==> config.mk <==
export PLATFORM = sky130hd
export DESIGN_NAME = hwp_permute
export DESIGN_NICKNAME = d
export VERILOG_FILES = /design/src/rtl/hwp_pkg.sv /design/src/rtl/hwp_lane_mux.sv /design/src/rtl/hwp_xbar.sv /design/src/rtl/hwp_out_reg.sv /design/src/rtl/hwp_permute.sv
export SDC_FILE = /design/constraint.sdc
export NUM_CORES = 1
export LEC_CHECK = 0
export ABC_AREA = 1
export CAP_MARGIN = 0
export CORE_MARGIN = 4
export CORE_UTILIZATION = 35
export DETAILED_ROUTE_END_ITERATION = 10
export PLACE_DENSITY_LB_ADDON = 0.1
export SYNTH_ARGS = -nofsm -noshare
export SYNTH_HDL_FRONTEND = slang
export SYNTH_SLANG_ARGS = --single-unit
==> constraint.sdc <==
create_clock -name clk -period 2.9 [get_ports clk]
set_input_delay 0.58 -clock clk [delete_from_list [all_inputs] [get_ports clk]]
set_output_delay 0.58 -clock clk [all_outputs]
set_load 0.01 [all_outputs]
==> src/rtl/hwp_pkg.sv <==
package hwp_pkg;
  localparam int HWP_LANE_W = 16;
  localparam int HWP_LANES  = 4;
endpackage

==> src/rtl/hwp_lane_mux.sv <==
module hwp_lane_mux #(
  parameter int LANE_W = 16,
  parameter int LANES  = 4,
  parameter int SEL_W  = 2
) (
  input  logic [LANES*LANE_W-1:0] src,
  input  logic [SEL_W-1:0]        sel,
  output logic [LANE_W-1:0]       lane
);
  always_comb begin
    lane = '0;
    for (int i = 0; i < LANES; i++) begin
      if (sel == SEL_W'(i)) lane = src[i*LANE_W +: LANE_W];
    end
  end
endmodule

==> src/rtl/hwp_xbar.sv <==
module hwp_xbar #(
  parameter int LANE_W = 16,
  parameter int LANES  = 4,
  parameter int SEL_W  = 2
) (
  input  logic [LANES*LANE_W-1:0] src,
  input  logic [LANES*SEL_W-1:0]  ctrl,
  output logic [LANES*LANE_W-1:0] dst
);
  for (genvar k = 0; k < LANES; k++) begin : g_lane
    hwp_lane_mux #(.LANE_W(LANE_W), .LANES(LANES), .SEL_W(SEL_W)) u_mux (
      .src  (src),
      .sel  (ctrl[k*SEL_W +: SEL_W]),
      .lane (dst[k*LANE_W +: LANE_W])
    );
  end
endmodule

==> src/rtl/hwp_out_reg.sv <==
module hwp_out_reg #(
  parameter int W = 64
) (
  input  logic         clk,
  input  logic         rst,
  input  logic         d_valid,
  input  logic [W-1:0] d,
  output logic         q_valid,
  output logic [W-1:0] q
);
  always_ff @(posedge clk) begin
    if (rst) begin
      q_valid <= 1'b0;
      q       <= '0;
    end else begin
      q_valid <= d_valid;
      if (d_valid) q <= d;
    end
  end
endmodule

==> src/rtl/hwp_permute.sv <==
module hwp_permute #(
  parameter int LANE_W = hwp_pkg::HWP_LANE_W,
  parameter int LANES  = hwp_pkg::HWP_LANES,
  localparam int SEL_W  = $clog2(LANES),
  localparam int DATA_W = LANES * LANE_W,
  localparam int CTRL_W = LANES * SEL_W
) (
  input  logic              clk,
  input  logic              rst,
  input  logic              in_valid,
  input  logic [DATA_W-1:0] in_data,
  input  logic [CTRL_W-1:0] in_ctrl,
  output logic              out_valid,
  output logic [DATA_W-1:0] out_data
);
  logic [DATA_W-1:0] perm;

  hwp_xbar #(.LANE_W(LANE_W), .LANES(LANES), .SEL_W(SEL_W)) u_xbar (
    .src  (in_data),
    .ctrl (in_ctrl),
    .dst  (perm)
  );

  hwp_out_reg #(.W(DATA_W)) u_oreg (
    .clk     (clk),
    .rst     (rst),
    .d_valid (in_valid),
    .d       (perm),
    .q_valid (out_valid),
    .q       (out_data)
  );
endmodule

==> reports/results.tsv <==
stage	metric	value	unit
outcome	outcome	finished, final reports clean	
die	initial_core_util	35.58	%
yosys	syn_area	0.004255	mm²
yosys	ys_types	18	
grt	grt_pass1_wl	28280	µm
yosys	synth_seq_area_share	30.58	%
die	die_width	118.3	µm
worst_setup_path	r2r_cells	2	
finish	fin_nets	853	
timing	maxSlewViolCount	0	
worst_setup_path	crit_required	3.18	ns
detailed_routing	via_per_inst	5.704	
worst_hold_path	hold_class	reg -> reg	
worst_setup_path	critPathLaunchType	input port	
finish	num_antenna_cells	0	
detailed_routing	num_vias	5299	
die	core-area	0.01196	mm²
timing	timing.slew.headroom	52.64	%
clock_network	cts_tree	built	
timing	rsz0062_at_grt	false	
clock_network	htree_levels	3	
clock_network	cts_buffer_depth	2	
place	gp_congestion	0.9157	
detailed_routing	ant_nets	0	
timing	fin_crit_sh	70.04	%
worst_setup_path	arrival	2.31	ns
timing	final_hold_viol_count	0	
finish	final_cell_mix	196 x nand2_1, 138 x clkdlybuf4s50_1, 124 x nand3_1	
place	place_area	0.005584	mm²
finish	final_cell_count_no_fill	929	
worst_hold_path	holdPathStages	2	
clock_network	cts_hold_buffers	0	
power_and_ir_drop	ir_drop	0.2057	mV
worst_setup_path	path_class	in -> reg	
clock_network	cts-resized-gates	0	
detailed_routing	drt-wirelength-per-cell	20.16	µm
timing	finalHoldWorstSlack	0.4644	ns
worst_setup_path	cp-end-kind	register	
die	die_y	118.3	µm
timing	fmax	492.4	MHz
finish	areaGrowthSynthToFinish	37.43	%
timing	finClkSkew	0	ns
power_and_ir_drop	power.leakage	0.002282	µW
detailed_routing	route.detailed.drc	0	
clock_network	cts_setup_buffers	0	
finish	finish.utilization	48.89	%
finish	drive_gt1_share	7.928	%
timing	final-setup-viol-count	0	
yosys	syn_nets	743	
die	ioPinCount	140	
power_and_ir_drop	p_per_area	466.0	mW/mm²
detailed_routing	routed_wl	18730	µm
clock_network	clock-root-buffer	clkbuf_16	
grt	grt_usage	26.13	%
job	cap_violations	0	
yosys	postSynthCellCount	668	
worst_setup_path	crit_fanout	17	
grt	grt_pass1_vias	4975	
yosys	yosysWarnings	0	
finish	final_cell_area	0.005848	mm²
grt	grt_max_degree	100	
die	rows	40	
place	dp_cells	914	
clock_network	clkLatencyLatePin	0.34	ns
detailed_routing	drt-pass1-iter-count	5	
die	dieArea	0.01399	mm²
place	hpwlAfterDp	13220	µm
timing	tns	0	ns
timing	worstMarginPinSlew	0.7105	ns
clock_network	clock_sinks	65	
yosys	synth_seq_cells	65	
detailed_routing	dr.first_iter.drc_count	539	
place	io_buffers	139	
yosys	avgSynthCellArea	6.370	µm²
grt	antenna_found_initial	0	
grt	grt.overflow.total	0	
clock_network	clk_pin_slew	0.06	ns
timing	period_minus_slack	2.031	ns
finish	final_common_cell	nand2_1	
clock_network	cts_made_buffers	9	
[cells in the mapped netlist (all sizes together)]
cell type,instances,share of area (%)
inv,30,2.6
clkbuf,17,1.5
a21oi,113,15
o21ai,79,9.3
nor2,5,1.4
buf,35,6.6
nand2,196,17
dfxtp,65,31
nand3,128,16
[final timing paths]
| kind | endpoint | start | slack, ns |
|---|---|---|---|
| worst max-delay path | u_oreg.q[57]$_SDFFE_PP0P_ | in_ctrl[7] | 0.87 |
| worst min-delay path | u_oreg.q[35]$_SDFFE_PP0P_ | u_oreg.q[35]$_SDFFE_PP0P_ | 0.46 |
| worst max register to register | u_oreg.q[16]$_SDFFE_PP0P_ | u_oreg.q[16]$_SDFFE_PP0P_ | 2.18 |
| worst min register to register | u_oreg.q[35]$_SDFFE_PP0P_ | u_oreg.q[35]$_SDFFE_PP0P_ | 0.46 |
[registers in the layout (all words and copies together), names as in the netlist]
name and count:
u_oreg.q 64, u_oreg.q_valid 1
[per-layer routing]
metal,track usage [%],routed length (µm)
met2,42.05,8719
met5,0,0
met4,13.63,734
met3,4.689,1430
met1,33.29,7849
[power by group]
part	switching, µW	total, µW	leakage (µW)	internal (µW)
clock	416	1010	0.000128	594
combinational	411	725	0.00162	314
sequential	33.8	990	0.000536	956
total	861	2730	0.00228	1860
[layout make-up]
cell class	count	area, µm²
flip-flops and latches	65	1301
clock inverters	3	17.52
repair buffers	151	1489
inverters	30	112.6
well taps	147	183.9
clock buffers	12	246.5
multi-input cells	521	2497
fillers	1225	6113
[critical path: stages]
cell and delay, ns:
clkdlybuf4s50_1 0.70, buf_4 0.34, nor2_8 0.27, nand2_1 0.08
nand3_1 0.10, nand2_1 0.10, a21oi_1 0.13
[per-stage QoR]
stage	setup WS [ns]	power, µW
floorplan	1.582	1367
global placement	0.5667	1724
detailed placement	0.5119	1729
CTS	0.8821	2733
global route	0.7048	2843
finish	0.8689	2725
[kinds of logic after synthesis]
logic type      count (synthesis)  share of synthesized area, %
simple gates                  329                         34.17
compound gates                192                         24.52
buf+inv                        82                         10.73
flops                          65                         30.58
Note: power is estimated with default switching activity, not from simulation.
